[src/rtl/flash_cmd_pkg.sv]
package flash_cmd_pkg;

  localparam logic [7:0] CB_READ_ARRAY = 8'hFF;
  localparam logic [7:0] CB_READ_STAT  = 8'h70;
  localparam logic [7:0] CB_CLR_STAT   = 8'h50;
  localparam logic [7:0] CB_READ_ID    = 8'h90;
  localparam logic [7:0] CB_SUSPEND    = 8'hB0;
  localparam logic [7:0] CB_CONFIRM    = 8'hD0;
  localparam logic [7:0] CB_ERASE      = 8'h20;
  localparam logic [7:0] CB_CHIP       = 8'h30;
  localparam logic [7:0] CB_PROG_A     = 8'h40;
  localparam logic [7:0] CB_PROG_B     = 8'h10;
  localparam logic [7:0] CB_LOCKCFG    = 8'h60;
  localparam logic [7:0] CB_LK_SET     = 8'h01;
  localparam logic [7:0] CB_LK_PERM    = 8'hF1;

  localparam logic [7:0] ID_MAKER  = 8'hB0;
  localparam logic [7:0] ID_DEVICE = 8'hE9;

  typedef enum logic [3:0] {
    C_NONE, C_RDARR, C_RDSTAT, C_CLR, C_RDID, C_SUSP, C_RESUME,
    C_ERS, C_CHIP, C_WR, C_LKCFG
  } cmd_e;

  typedef enum logic [1:0] {RM_ARRAY = 2'd0, RM_STATUS = 2'd1, RM_IDENT = 2'd2} rmode_e;

  typedef enum logic [1:0] {PS_IDLE, PS_BUSY, PS_SUSP} pstate_e;

  typedef enum logic [2:0] {
    PD_NONE = 3'd0, PD_ERASE = 3'd1, PD_CHIP = 3'd2, PD_WRITE = 3'd3, PD_LOCK = 3'd4
  } pend_e;

  typedef enum logic [2:0] {K_ERASE, K_CHIP, K_WRITE, K_SETLK, K_CLRLK, K_PERM} kind_e;

endpackage

[src/rtl/flash_cmd_decode.sv]
module flash_cmd_decode
  import flash_cmd_pkg::*;
(
  input  logic [7:0] code,
  output cmd_e       cmd
);
  always_comb begin
    case (code)
      CB_READ_ARRAY:       cmd = C_RDARR;
      CB_READ_STAT:        cmd = C_RDSTAT;
      CB_CLR_STAT:         cmd = C_CLR;
      CB_READ_ID:          cmd = C_RDID;
      CB_SUSPEND:          cmd = C_SUSP;
      CB_CONFIRM:          cmd = C_RESUME;
      CB_ERASE:            cmd = C_ERS;
      CB_CHIP:             cmd = C_CHIP;
      CB_PROG_A, CB_PROG_B: cmd = C_WR;
      CB_LOCKCFG:          cmd = C_LKCFG;
      default:             cmd = C_NONE;
    endcase
  end
endmodule

[src/rtl/flash_op_timer.sv]
module flash_op_timer #(
  parameter int CW = 8
)(
  input  logic          clk,
  input  logic          rst,
  input  logic          clr,
  input  logic          load,
  input  logic [CW-1:0] load_val,
  input  logic          run,
  output logic          done
);
  logic [CW-1:0] cnt;

  always_ff @(posedge clk) begin
    if (rst || clr)                cnt <= '0;
    else if (load)                 cnt <= load_val;
    else if (run && cnt != '0)     cnt <= cnt - 1'b1;
  end

  assign done = run && (cnt == CW'(1));

  // an operation finishes in one cycle, never twice in a row
  a_r4_done_single: assert property (@(posedge clk) disable iff (rst)
    (done && !load && !clr) |=> !done);
endmodule

[src/rtl/flash_read_mux.sv]
module flash_read_mux
  import flash_cmd_pkg::*;
#(
  parameter int NBLK   = 8,
  parameter int BLK_AW = 6,
  parameter int BLK_W  = 3,
  parameter int ADDR_W = 9
)(
  input  logic              clk,
  input  logic              rst,
  input  rmode_e            mode,
  input  logic [7:0]        sr,
  input  logic [ADDR_W-1:0] rd_addr,
  input  logic [NBLK-1:0]   lock_map,
  input  logic              perm_lock,
  output logic [1:0]        rd_src,
  output logic [15:0]       rd_data
);
  logic [BLK_AW-1:0] off;
  logic [BLK_W-1:0]  blk;
  logic [7:0]        id_byte;

  assign off = rd_addr[BLK_AW-1:0];
  assign blk = rd_addr[ADDR_W-1:BLK_AW];

  always_comb begin
    if (rd_addr == ADDR_W'(0))      id_byte = ID_MAKER;
    else if (rd_addr == ADDR_W'(1)) id_byte = ID_DEVICE;
    else if (rd_addr == ADDR_W'(3)) id_byte = {7'd0, perm_lock};
    else if (off == BLK_AW'(2))     id_byte = {7'd0, lock_map[blk]};
    else                            id_byte = 8'h00;
  end

  always_ff @(posedge clk) begin
    if (rst) begin
      rd_src  <= 2'd0;
      rd_data <= '0;
    end else begin
      case (mode)
        RM_STATUS: begin rd_src <= 2'd1; rd_data <= {8'h00, sr};      end
        RM_IDENT:  begin rd_src <= 2'd2; rd_data <= {8'h00, id_byte}; end
        default:   begin rd_src <= 2'd0; rd_data <= '0;               end
      endcase
    end
  end

  // the reserved status bit reaches the read port as 0
  a_r9_sr0_low: assert property (@(posedge clk) disable iff (rst)
    (mode == RM_STATUS) |=> (rd_data[0] == 1'b0));
endmodule

[src/rtl/flash_cmd_ctrl.sv]
module flash_cmd_ctrl
  import flash_cmd_pkg::*;
#(
  parameter int NBLK      = 8,
  parameter int BLK_AW    = 6,
  parameter int ERASE_CYC = 24,
  parameter int CHIP_CYC  = 40,
  parameter int WRITE_CYC = 6,
  parameter int LOCK_CYC  = 4,
  localparam int BLK_W    = (NBLK > 1) ? $clog2(NBLK) : 1,
  localparam int ADDR_W   = BLK_W + BLK_AW
)(
  input  logic              clk,
  input  logic              rst,
  input  logic              pdown_n,
  input  logic              wr_stb,
  input  logic [ADDR_W-1:0] wr_addr,
  input  logic [7:0]        wr_data,
  input  logic              op_ok,
  input  logic              vpp_low,
  input  logic [ADDR_W-1:0] rd_addr,
  output logic [1:0]        rd_src,
  output logic [15:0]       rd_data,
  output logic              rb_oe,
  output logic              rb_val,
  output logic [2:0]        pend_kind,
  output logic [ADDR_W-1:0] pend_addr,
  output logic [NBLK-1:0]   lock_map,
  output logic              perm_lock
);
  localparam int MAX_A = (ERASE_CYC > CHIP_CYC) ? ERASE_CYC : CHIP_CYC;
  localparam int MAX_B = (WRITE_CYC > LOCK_CYC) ? WRITE_CYC : LOCK_CYC;
  localparam int MAXC  = (MAX_A > MAX_B) ? MAX_A : MAX_B;
  localparam int CW    = $clog2(MAXC + 1);

  pstate_e p_st, n_st;
  kind_e   p_kind;
  pend_e   pend;
  rmode_e  mode;
  logic [ADDR_W-1:0] pend_addr_q;
  logic s_esus, s_eerr, s_werr, s_vlow, s_wsus, s_prot;
  logic [NBLK-1:0] lock_q;
  logic perm_q;

  cmd_e cmd;
  flash_cmd_decode u_dec (.code(wr_data), .cmd(cmd));

  logic          acc, any_busy, nested, start;
  logic          conf_good, conf_ecls;
  kind_e         conf_kind;
  logic [CW-1:0] conf_cyc;
  logic [1:0]    tm_load, tm_run, tm_done;
  logic [CW-1:0] tm_val [2];
  logic [7:0]    sr;

  assign acc      = wr_stb && pdown_n;
  assign any_busy = (p_st == PS_BUSY) || (n_st == PS_BUSY);
  assign nested   = (p_st == PS_SUSP);

  always_comb begin
    conf_good = 1'b0;
    conf_kind = K_WRITE;
    conf_cyc  = CW'(WRITE_CYC);
    case (pend)
      PD_ERASE: begin conf_good = (wr_data == CB_CONFIRM); conf_kind = K_ERASE; conf_cyc = CW'(ERASE_CYC); end
      PD_CHIP:  begin conf_good = (wr_data == CB_CONFIRM); conf_kind = K_CHIP;  conf_cyc = CW'(CHIP_CYC);  end
      PD_WRITE: begin conf_good = 1'b1; end
      PD_LOCK: begin
        conf_cyc = CW'(LOCK_CYC);
        if (wr_data == CB_LK_SET)       begin conf_good = 1'b1; conf_kind = K_SETLK; end
        else if (wr_data == CB_LK_PERM) begin conf_good = 1'b1; conf_kind = K_PERM;  end
        else if (wr_data == CB_CONFIRM) begin conf_good = 1'b1; conf_kind = K_CLRLK; end
      end
      default: ;
    endcase
  end

  assign conf_ecls = (conf_kind == K_ERASE) || (conf_kind == K_CHIP) || (conf_kind == K_CLRLK);
  assign start     = acc && (pend != PD_NONE) && conf_good && op_ok && !vpp_low;

  // timer 0 runs the primary operation, timer 1 a program nested in a paused erase
  assign tm_load[0] = start && !nested;
  assign tm_load[1] = start && nested;
  assign tm_val[0]  = conf_cyc;
  assign tm_val[1]  = CW'(WRITE_CYC);
  assign tm_run[0]  = (p_st == PS_BUSY);
  assign tm_run[1]  = (n_st == PS_BUSY);

  for (genvar g = 0; g < 2; g++) begin : g_tmr
    flash_op_timer #(.CW(CW)) u_tmr (
      .clk(clk), .rst(rst), .clr(!pdown_n), .load(tm_load[g]),
      .load_val(tm_val[g]), .run(tm_run[g]), .done(tm_done[g])
    );
  end

  always_ff @(posedge clk) begin
    if (rst || !pdown_n) begin
      p_st <= PS_IDLE; n_st <= PS_IDLE; p_kind <= K_WRITE;
      pend <= PD_NONE; mode <= RM_ARRAY;
      s_esus <= 1'b0; s_eerr <= 1'b0; s_werr <= 1'b0;
      s_vlow <= 1'b0; s_wsus <= 1'b0; s_prot <= 1'b0;
      if (rst) begin
        pend_addr_q <= '0; lock_q <= '0; perm_q <= 1'b0;
      end
    end else begin
      if (p_st == PS_BUSY && tm_done[0]) begin
        p_st <= PS_IDLE;
        case (p_kind)
          K_SETLK: lock_q[pend_addr_q[ADDR_W-1:BLK_AW]] <= 1'b1;
          K_CLRLK: lock_q <= '0;
          K_PERM:  perm_q <= 1'b1;
          default: ;
        endcase
      end
      if (n_st == PS_BUSY && tm_done[1]) n_st <= PS_IDLE;

      if (acc) begin
        if (pend != PD_NONE) begin
          pend <= PD_NONE;
          mode <= RM_STATUS;
          if (!conf_good) begin
            s_eerr <= 1'b1; s_werr <= 1'b1;
          end else if (vpp_low || !op_ok) begin
            if (vpp_low) s_vlow <= 1'b1;
            else         s_prot <= 1'b1;
            if (conf_ecls) s_eerr <= 1'b1;
            else           s_werr <= 1'b1;
          end else if (nested) begin
            n_st <= PS_BUSY;
          end else begin
            p_st <= PS_BUSY; p_kind <= conf_kind;
          end
        end else if (any_busy) begin
          if (cmd == C_SUSP) begin
            if (n_st == PS_BUSY) begin
              if (!tm_done[1]) begin n_st <= PS_SUSP; s_wsus <= 1'b1; end
            end else if (!tm_done[0] && p_kind == K_ERASE) begin
              p_st <= PS_SUSP; s_esus <= 1'b1;
            end else if (!tm_done[0] && p_kind == K_WRITE) begin
              p_st <= PS_SUSP; s_wsus <= 1'b1;
            end
          end
        end else begin
          case (cmd)
            C_RDARR:  mode <= RM_ARRAY;
            C_RDSTAT: mode <= RM_STATUS;
            C_RDID:   mode <= RM_IDENT;
            C_CLR: begin
              s_eerr <= 1'b0; s_werr <= 1'b0; s_vlow <= 1'b0; s_prot <= 1'b0;
            end
            C_RESUME: begin
              if (n_st == PS_SUSP) begin
                n_st <= PS_BUSY; s_wsus <= 1'b0; mode <= RM_STATUS;
              end else if (p_st == PS_SUSP) begin
                p_st <= PS_BUSY; s_esus <= 1'b0; s_wsus <= 1'b0; mode <= RM_STATUS;
              end
            end
            C_ERS, C_CHIP, C_LKCFG: begin
              if (p_st == PS_IDLE) begin
                pend <= (cmd == C_ERS) ? PD_ERASE : (cmd == C_CHIP) ? PD_CHIP : PD_LOCK;
                pend_addr_q <= wr_addr;
                mode <= RM_STATUS;
              end
            end
            C_WR: begin
              if (p_st == PS_IDLE ||
                  (p_st == PS_SUSP && p_kind == K_ERASE && n_st == PS_IDLE)) begin
                pend <= PD_WRITE; pend_addr_q <= wr_addr; mode <= RM_STATUS;
              end
            end
            default: ;
          endcase
        end
      end
    end
  end

  assign sr = {!any_busy, s_esus, s_eerr, s_werr, s_vlow, s_wsus, s_prot, 1'b0};

  always_ff @(posedge clk) begin
    if (rst || !pdown_n)      begin rb_oe <= 1'b1; rb_val <= 1'b1; end
    else if (any_busy)        begin rb_oe <= 1'b1; rb_val <= 1'b0; end
    else if (p_st == PS_SUSP) begin rb_oe <= 1'b0; rb_val <= 1'b1; end
    else                      begin rb_oe <= 1'b1; rb_val <= 1'b1; end
  end

  flash_read_mux #(.NBLK(NBLK), .BLK_AW(BLK_AW), .BLK_W(BLK_W), .ADDR_W(ADDR_W)) u_rd (
    .clk(clk), .rst(rst), .mode(mode), .sr(sr), .rd_addr(rd_addr),
    .lock_map(lock_q), .perm_lock(perm_q), .rd_src(rd_src), .rd_data(rd_data)
  );

  assign pend_kind = pend;
  assign pend_addr = pend_addr_q;
  assign lock_map  = lock_q;
  assign perm_lock = perm_q;

  // a running operation pulls the ready/busy pin low one cycle later
  a_r4_busy_low: assert property (@(posedge clk) disable iff (rst)
    (any_busy && pdown_n) |=> (rb_oe && !rb_val));

  // a paused operation with nothing nested floats the pin
  a_r10_susp_float: assert property (@(posedge clk) disable iff (rst)
    (p_st == PS_SUSP && n_st == PS_IDLE && pdown_n) |=> !rb_oe);

  // a rejected confirm leaves both error flags raised
  a_r6_bad_confirm: assert property (@(posedge clk) disable iff (rst)
    (acc && pend != PD_NONE && !conf_good) |=> (s_eerr && s_werr));

  // a nested program exists only under a paused block erase
  a_r11_nest_under_erase: assert property (@(posedge clk) disable iff (rst)
    (n_st != PS_IDLE) |-> (p_st == PS_SUSP && p_kind == K_ERASE));

  // power-down returns to idle array reads
  a_r14_pdown_idle: assert property (@(posedge clk) disable iff (rst)
    !pdown_n |=> (p_st == PS_IDLE && n_st == PS_IDLE && mode == RM_ARRAY));
endmodule

[config.mk]
export PLATFORM = sky130hd
export DESIGN_NAME = flash_cmd_ctrl
export DESIGN_NICKNAME = d
export VERILOG_FILES = /design/src/rtl/flash_cmd_pkg.sv /design/src/rtl/flash_cmd_decode.sv /design/src/rtl/flash_op_timer.sv /design/src/rtl/flash_read_mux.sv /design/src/rtl/flash_cmd_ctrl.sv
export SDC_FILE = /design/constraint.sdc
export NUM_CORES = 1
export LEC_CHECK = 0
export ABC_AREA = 1
export BUFFER_PORTS_ARGS = -buffer_cell sky130_fd_sc_hd__buf_2
export CAP_MARGIN = 30
export CORE_ASPECT_RATIO = 0.75
export CORE_MARGIN = 3
export CORE_UTILIZATION = 50
export DETAILED_ROUTE_END_ITERATION = 7
export PLACE_DENSITY = 0.84
export SETUP_SLACK_MARGIN = 0.5
export SLEW_MARGIN = 20
export SYNTH_ARGS = -nofsm -noshare
export SYNTH_HDL_FRONTEND = slang
export SYNTH_HIERARCHICAL = 1
export SYNTH_SLANG_ARGS = --single-unit
[constraint.sdc]
create_clock -name clk -period 2.8 [get_ports clk]
set_clock_uncertainty 0.2 [all_clocks]
set_input_delay 0 -clock clk [delete_from_list [all_inputs] [get_ports clk]]
set_output_delay 0 -clock clk [all_outputs]
set_load 0.01 [all_outputs]
== After elaboration in Yosys (flattened, before gate mapping) ==
Cells that the tools add are included.

* Muxes and demuxes: 115
* Equal/unequal tests: 67
* $add $sub $neg: 2
* Reductions and logical operators: 68
* Bitwise gates (word level): 4
* Order comparisons: 3

{| class="wikitable"
|+ Operators by type and width
! cell !! count
|-
| $mux 2 || 32
|-
| $mux 9 || 7
|-
| $mux 8 || 6
|-
| $mux 1 || 45
|-
| $eq 8x8->1 const B || 5
|-
| $pmux 4 s10 || 1
|-
| $mux 3 || 11
|-
| $eq 8x7->1 const B || 4
|-
| $pmux 8 s2 || 2
|-
| $ne 3x3->1 const B || 7
|-
| $reduce_and 5->1 || 4
|-
| $logic_and 1x1->1 || 18
|-
| $pmux 6 s3 || 1
|-
| $pmux 9 s2 || 1
|-
| $reduce_and 6->1 || 3
|-
| $eq 4x3->1 const B || 4
|-
| $eq 8x6->1 const B || 2
|-
| $reduce_and 8->1 || 2
|-
| $reduce_bool 2->1 || 8
|-
| $reduce_bool 3->1 || 5
|-
| $eq 3x2->1 const B || 4
|-
| $eq 3x3->1 const B || 4
|-
| $eq 4x4->1 const B || 3
|-
| $eq 6x1->1 const B || 2
|-
| 39 further kinds || 78
|}

* Output and inout port bits: 41
* Bits in registers: 68

== Longest topological paths before layout ==
* Depth in word-level cells: 12
* Depth in mapped cells: 17
* Mapped depth without buffers: 17

== Cells and area by module ==
The synthesis kept the hierarchy.

{| class="wikitable"
|+ By module, submodules not included
! module !! times used !! cells each !! seq. area each (um^2) !! area each (um^2)
|-
| flash_cmd_ctrl || 1 || 313 || 940.9 || 2308.5
|-
| flash_op_timer || 2 || 67 || 120.1 || 461.7
|-
| flash_read_mux || 1 || 86 || 200.2 || 584.3
|-
| flash_cmd_decode || 1 || 50 || 0.0 || 221.5
|}

== Worst setup path after synthesis ==
Ideal clock, no wire load.

* Path kind: input -> register
* From: input wr_data[2]
* To: register pend_addr_q[0], in the netlist pend_addr[0], enable pin
* Stages on the path: 12
* Data arrival time: 1.804 ns
* Setup slack: 0.406 ns
* Required time: 2.210 ns
* Buffers on the path: 0
* Setup time: 0.390 ns
* Path through: nor2_1 nand2_2 inv_1 nand2_1 nand3_1 nand2_1 inv_2 nand2_1 o21ai_0 nand3_1 nand3_4 o31ai_1

* Word-level cells in the longest chain between the ends: 7
* Elaborated cells on any way between the ends: 22
* Classes of those cells: eq/ne (17); mux (1); reduce/logical (4)

{| class="wikitable"
|+ Ends and longest elaborated chain
! what !! RTL line !! text
|-
| start: declaration || flash_cmd_ctrl.sv:18 || <nowiki>input logic [7:0] wr_data,</nowiki>
|-
| $eq 8x7->1 or $eq 8x5->1 (tied branches) || flash_cmd_decode.sv:8 || <nowiki>case (code)</nowiki>
|-
| $reduce_or 2->1 || flash_cmd_decode.sv:8 ||
|-
| $pmux 4 s10 (*) || flash_cmd_decode.sv:8 ||
|-
| via cmd[0] || flash_cmd_ctrl.sv:45 || <nowiki>cmd_e cmd;</nowiki>
|-
| $eq 4x3->1 or $eq 4x4->1 (tied branches) || flash_cmd_ctrl.sv:144 || <nowiki>case (cmd)</nowiki>
|-
| $reduce_or 3->1 || flash_cmd_ctrl.sv:144 ||
|-
| $ne 3x3->1 (no source line) or $reduce_bool 3->1 (tied branches) || n/a ||
|-
| $reduce_and 7->1 (no source line) (*) || n/a ||
|-
| end signal: assignment || flash_cmd_ctrl.sv:161 || <nowiki>pend_addr_q <= wr_addr;</nowiki>
|-
| end: declaration || flash_cmd_ctrl.sv:40 || <nowiki>logic [ADDR_W-1:0] pend_addr_q;</nowiki>
|}

Mark *: on every way through the listed nets, which the timed path passes. The rest lies on a longest branch.
A chain may end at the register's enable or synchronous reset.

== Final worst setup path ==
* From: register pend[1], in the netlist pend_kind[1]
* To: register g_tmr[0].u_tmr.cnt[5]

* Word-level cells in the longest chain between the ends: 8
* Elaborated cells on any way between the ends: 15
* Classes of those cells: eq/ne (4); mux (3); reduce/logical (8)

{| class="wikitable"
|+ Ends and longest elaborated chain
! what !! RTL line !! text
|-
| start: declaration || flash_cmd_ctrl.sv:38 || <nowiki>pend_e pend;</nowiki>
|-
| start signal: assignment || flash_cmd_ctrl.sv:160 || <nowiki>pend <= (cmd == C_ERS) ? PD_ERASE : (cmd == C_CHIP) ? PD_CHIP : PD_LOCK;</nowiki>
|-
| $eq 3x2->1 or $eq 3x1->1 (tied branches) || flash_cmd_ctrl.sv:64 || <nowiki>case (pend)</nowiki>
|-
| $reduce_or 2->1 (no source line) || n/a ||
|-
| $pmux 1 s3 || flash_cmd_ctrl.sv:64 ||
|-
| $logic_and 1x1->1 (*) (3 in series) || flash_cmd_ctrl.sv:79 || <nowiki>assign start = acc && (pend != PD_NONE) && conf_good && op_ok && !vpp_low;</nowiki>
|-
| $logic_and 1x1->1 (*) || flash_cmd_ctrl.sv:82 || <nowiki>assign tm_load[0] = start && !nested;</nowiki>
|-
| via tm_load[0] || flash_cmd_ctrl.sv:52 || <nowiki>logic [1:0] tm_load, tm_run, tm_done;</nowiki>
|-
| $mux 6 or $reduce_bool 2->1 (tied branches) || n/a ||
|-
| end signal: assignment || flash_op_timer.sv:16 || <nowiki>else if (load) cnt <= load_val;</nowiki>
|-
| end signal: assignment || flash_op_timer.sv:17 || <nowiki>else if (run && cnt != '0) cnt <= cnt - 1'b1;</nowiki>
|-
| end: declaration || flash_op_timer.sv:12 || <nowiki>logic [CW-1:0] cnt;</nowiki>
|}

Marks and branches as above.

==> results.json <==
{
  "synthFlopType": "dfxtp_1",
  "rsz0062_at_grt": "true",
  "first_global_vias": 3984,
  "tns_ps": 0,
  "p_per_area_nw_per_um2": 388,
  "dpl.cell_count": 751,
  "vdd_drop_max_mv": 0.230,
  "dieHeight_um": 83.8,
  "critPathLaunchType": "flip-flop",
  "io_buffers": 64,
  "drv_slew": 0,
  "cts-htree-levels": 3,
  "period_share_pct": 78.4,
  "ys_warn_count": 6,
  "finalNonFillerCells": 789,
  "n_antenna_cell": 0,
  "dp_slack_ps": 468,
  "clkLatencyLatePin_ps": 350,
  "io_pins": 73,
  "dp_hpwl_um": 7630,
  "cp-end-kind": "flip-flop",
  "path_cells": "nor2_2 > nand2_1 > inv_1 > nand2_1 > nand3_4 > inv_2 > nor2_2 > nand2_4 > inv_4 > inv_2 > or2_2 > nand3_1 > a21oi_1",
  "outcome": "complete, but fails checks",
  "clock.fmax_mhz": 455,
  "clock_sinks": 60,
  "final_cell_mix": "nand2_1, inv_1, buf_2",
  "drtPass1Iterations": 6,
  "drt_iter0_drc": 377,
  "num_rows": 27,
  "violations": "hold timing",
  "holdWs_ps": -15.5,
  "antenna_found_initial": 0,
  "nNetsFinal": 724,
  "crit_family": "simple AND/OR/NAND/NOR gates",
  "finalSetupViolCount": 0,
  "slowest_delay_ps": 360,
  "crit_required_ps": 2840,
  "final-hold-violation-count": 1,
  "clkTransAtPathRegs_ps": 70,
  "numCtsBuffers": 9,
  "postLayoutCoreUtil_pct": 64.5,
  "ys_types": 46,
  "core_area_um2": 7600,
  "synth_cells": 583,
  "fp.dieW_um": 110,
  "grt_first_pass_wirelength_um": 17500,
  "wirelength_um": 10700,
  "cp_num_buf_inv": 4,
  "dieArea_um2": 9200,
  "arrival_ps": 2230,
  "grtUsageTotal_pct": 23.5,
  "period_minus_slack_ps": 2200,
  "cts.path.max_buffers": 2,
  "tritoncts": "yes",
  "fill_cells": 616,
  "grt_max_degree": 19,
  "async_flop_share_pct": 0,
  "viasPerCell": 5.32,
  "gp_congestion": 0.960,
  "cellLeakagePower_uw": 0.00234,
  "synth.avg_cell_area_um2": 6.93,
  "drv_cap": 0,
  "crit_fanout": 10,
  "ys_seq_area_share_pct": 34.2,
  "slowest_stage": "dfxtp_2",
  "worstSetupPathType": "flip-flop to flip-flop",
  "synth_edf_count": 18,
  "drive_gt1_share_pct": 24.3,
  "synth_area_um2": 4040,
  "final_common_cell": "nand2_1",
  "ys_ff_latch": 60,
  "drtAntennaViolNets": 0,
  "start_util_pct": 53.1,
  "setup_slack_ps": 604,
  "root_buffer": "clkbuf_8",
  "drcViolationCount": 0,
  "overflow": 0,
  "routed-via-count": 4199,
  "syn2layout_area_growth_pct": 21.4,
  "wl_per_cell_um": 13.6,
  "hold_path.class": "primary input to flip-flop"
}
[registers in the layout, indices dropped and copies added, names as in the netlist, 2 cells and up, named ones only]
name             count
u_rd/rd_src          2
g_tmr.u_tmr/cnt     12
p_kind               3
p_st                 2
pend_addr            9
pend_kind            3
u_rd/rd_data         8
lock_map             8
mode                 2
[worst reg2reg max path: cells and delay by family, from the launching register on]
family          cells  cell delay [ps]
compound gates      1               60
buf+inv             4              330
flops               1              360
simple gates        8             1120
[worst paths after layout]
kind	slack, ps	to	depth (start not counted)	from
min reg2reg	260	s_eerr$_SDFFE_PN0P_	2	s_eerr$_SDFFE_PN0P_
max reg2reg	600	g_tmr[0].u_tmr/cnt[5]$_SDFFE_PP0P_	13	pend_kind[1]$_SDFFE_PN0P_
max	600	g_tmr[0].u_tmr/cnt[5]$_SDFFE_PP0P_	13	pend_kind[1]$_SDFFE_PN0P_
min	-20	u_rd/rd_data[3]$_SDFF_PP0_	6	rd_addr[7]
[cell families (layout without fill, tap and decap cells)]
logic type               after synthesis  in the layout  share of synthesized area (%)
AND/OR/NAND/NOR                      321            321                           38.9
buffers and inverters                109            201                           11.4
AO/OA/AOI/OAI                         79             79                           12.0
flip-flops                            60             60                           34.2
adder cells (fa/ha/maj)                9              9                           2.79
other                                  3             16                          0.279
XOR/XNOR                               2              2                          0.434
[stage by stage]
step	area [µm²]	power [µW]	hold WS, ps
6_report	4900	1900	-15.5
5_1_grt	4900	1960	51.2
4_1_cts	4880	1880	4.80
3_5_place_dp	4470	1130	91.5
3_3_place_gp	4470	1120	90.8
2_1_floorplan	4090	1060	-129
[metal layers]
metal	GRT usage [%]	up-vias	wire length [µm]
met5	0	-	0
met4	8.72	0	280
met3	5.65	25	976
met2	39.0	196	5040
met1	29.2	1924	4440
li1	-	2054	-
[Yosys cell counts (5+ instances only)]
master / number / area share (%)
a21oi_2: 5 / 1.1
buf_4: 10 / 1.9
nand2_1: 135 / 13
nor2_1: 63 / 5.9
inv_2: 20 / 1.9
inv_1: 72 / 6.7
nand3_2: 6 / 1.5
a31oi_1: 7 / 1.1
edfxtp_1: 18 / 13
o21ai_0: 19 / 2.4
nor2_2: 18 / 2.8
nand2_4: 6 / 1.7
a21oi_1: 27 / 3.3
ha_1: 9 / 2.8
dfxtp_1: 42 / 21
nand2_2: 7 / 1.1
nand3_1: 44 / 5.5
nand4_1: 13 / 2.0
o21a_1: 5 / 0.93
nor3_1: 14 / 1.7
[power breakdown]
part           switching, µW  internal (µW)
Clock                    384            376
Sequential              14.0            915
Combinational            131           83.2
Total                    529           1370
[layout make-up]
type                            count  area (µm²)  share of cell area [%]
Clock buffer                       11         153                    3.11
Clock inverter                      5        32.5                   0.664
Inverter                           95         364                    7.43
Multi-Input combinational cell    427        2270                    46.3
Sequential cell                    60        1380                    28.2
Tap cell                          101         126                    2.58
Timing Repair Buffer               90         573                    11.7
[repair_timing]
| item | in CTS | in global routing |
|---|---|---|
| buffers inserted | 0 | 0 |
| setup endpoints to repair | 0 | 18 |
| hold buffers | 23 | 1 |
| endpoints found under the hold margin | 32 | 4 |
| resized for setup | 0 | 7 |
No activity file was read; power rests on OpenSTA's default activity.
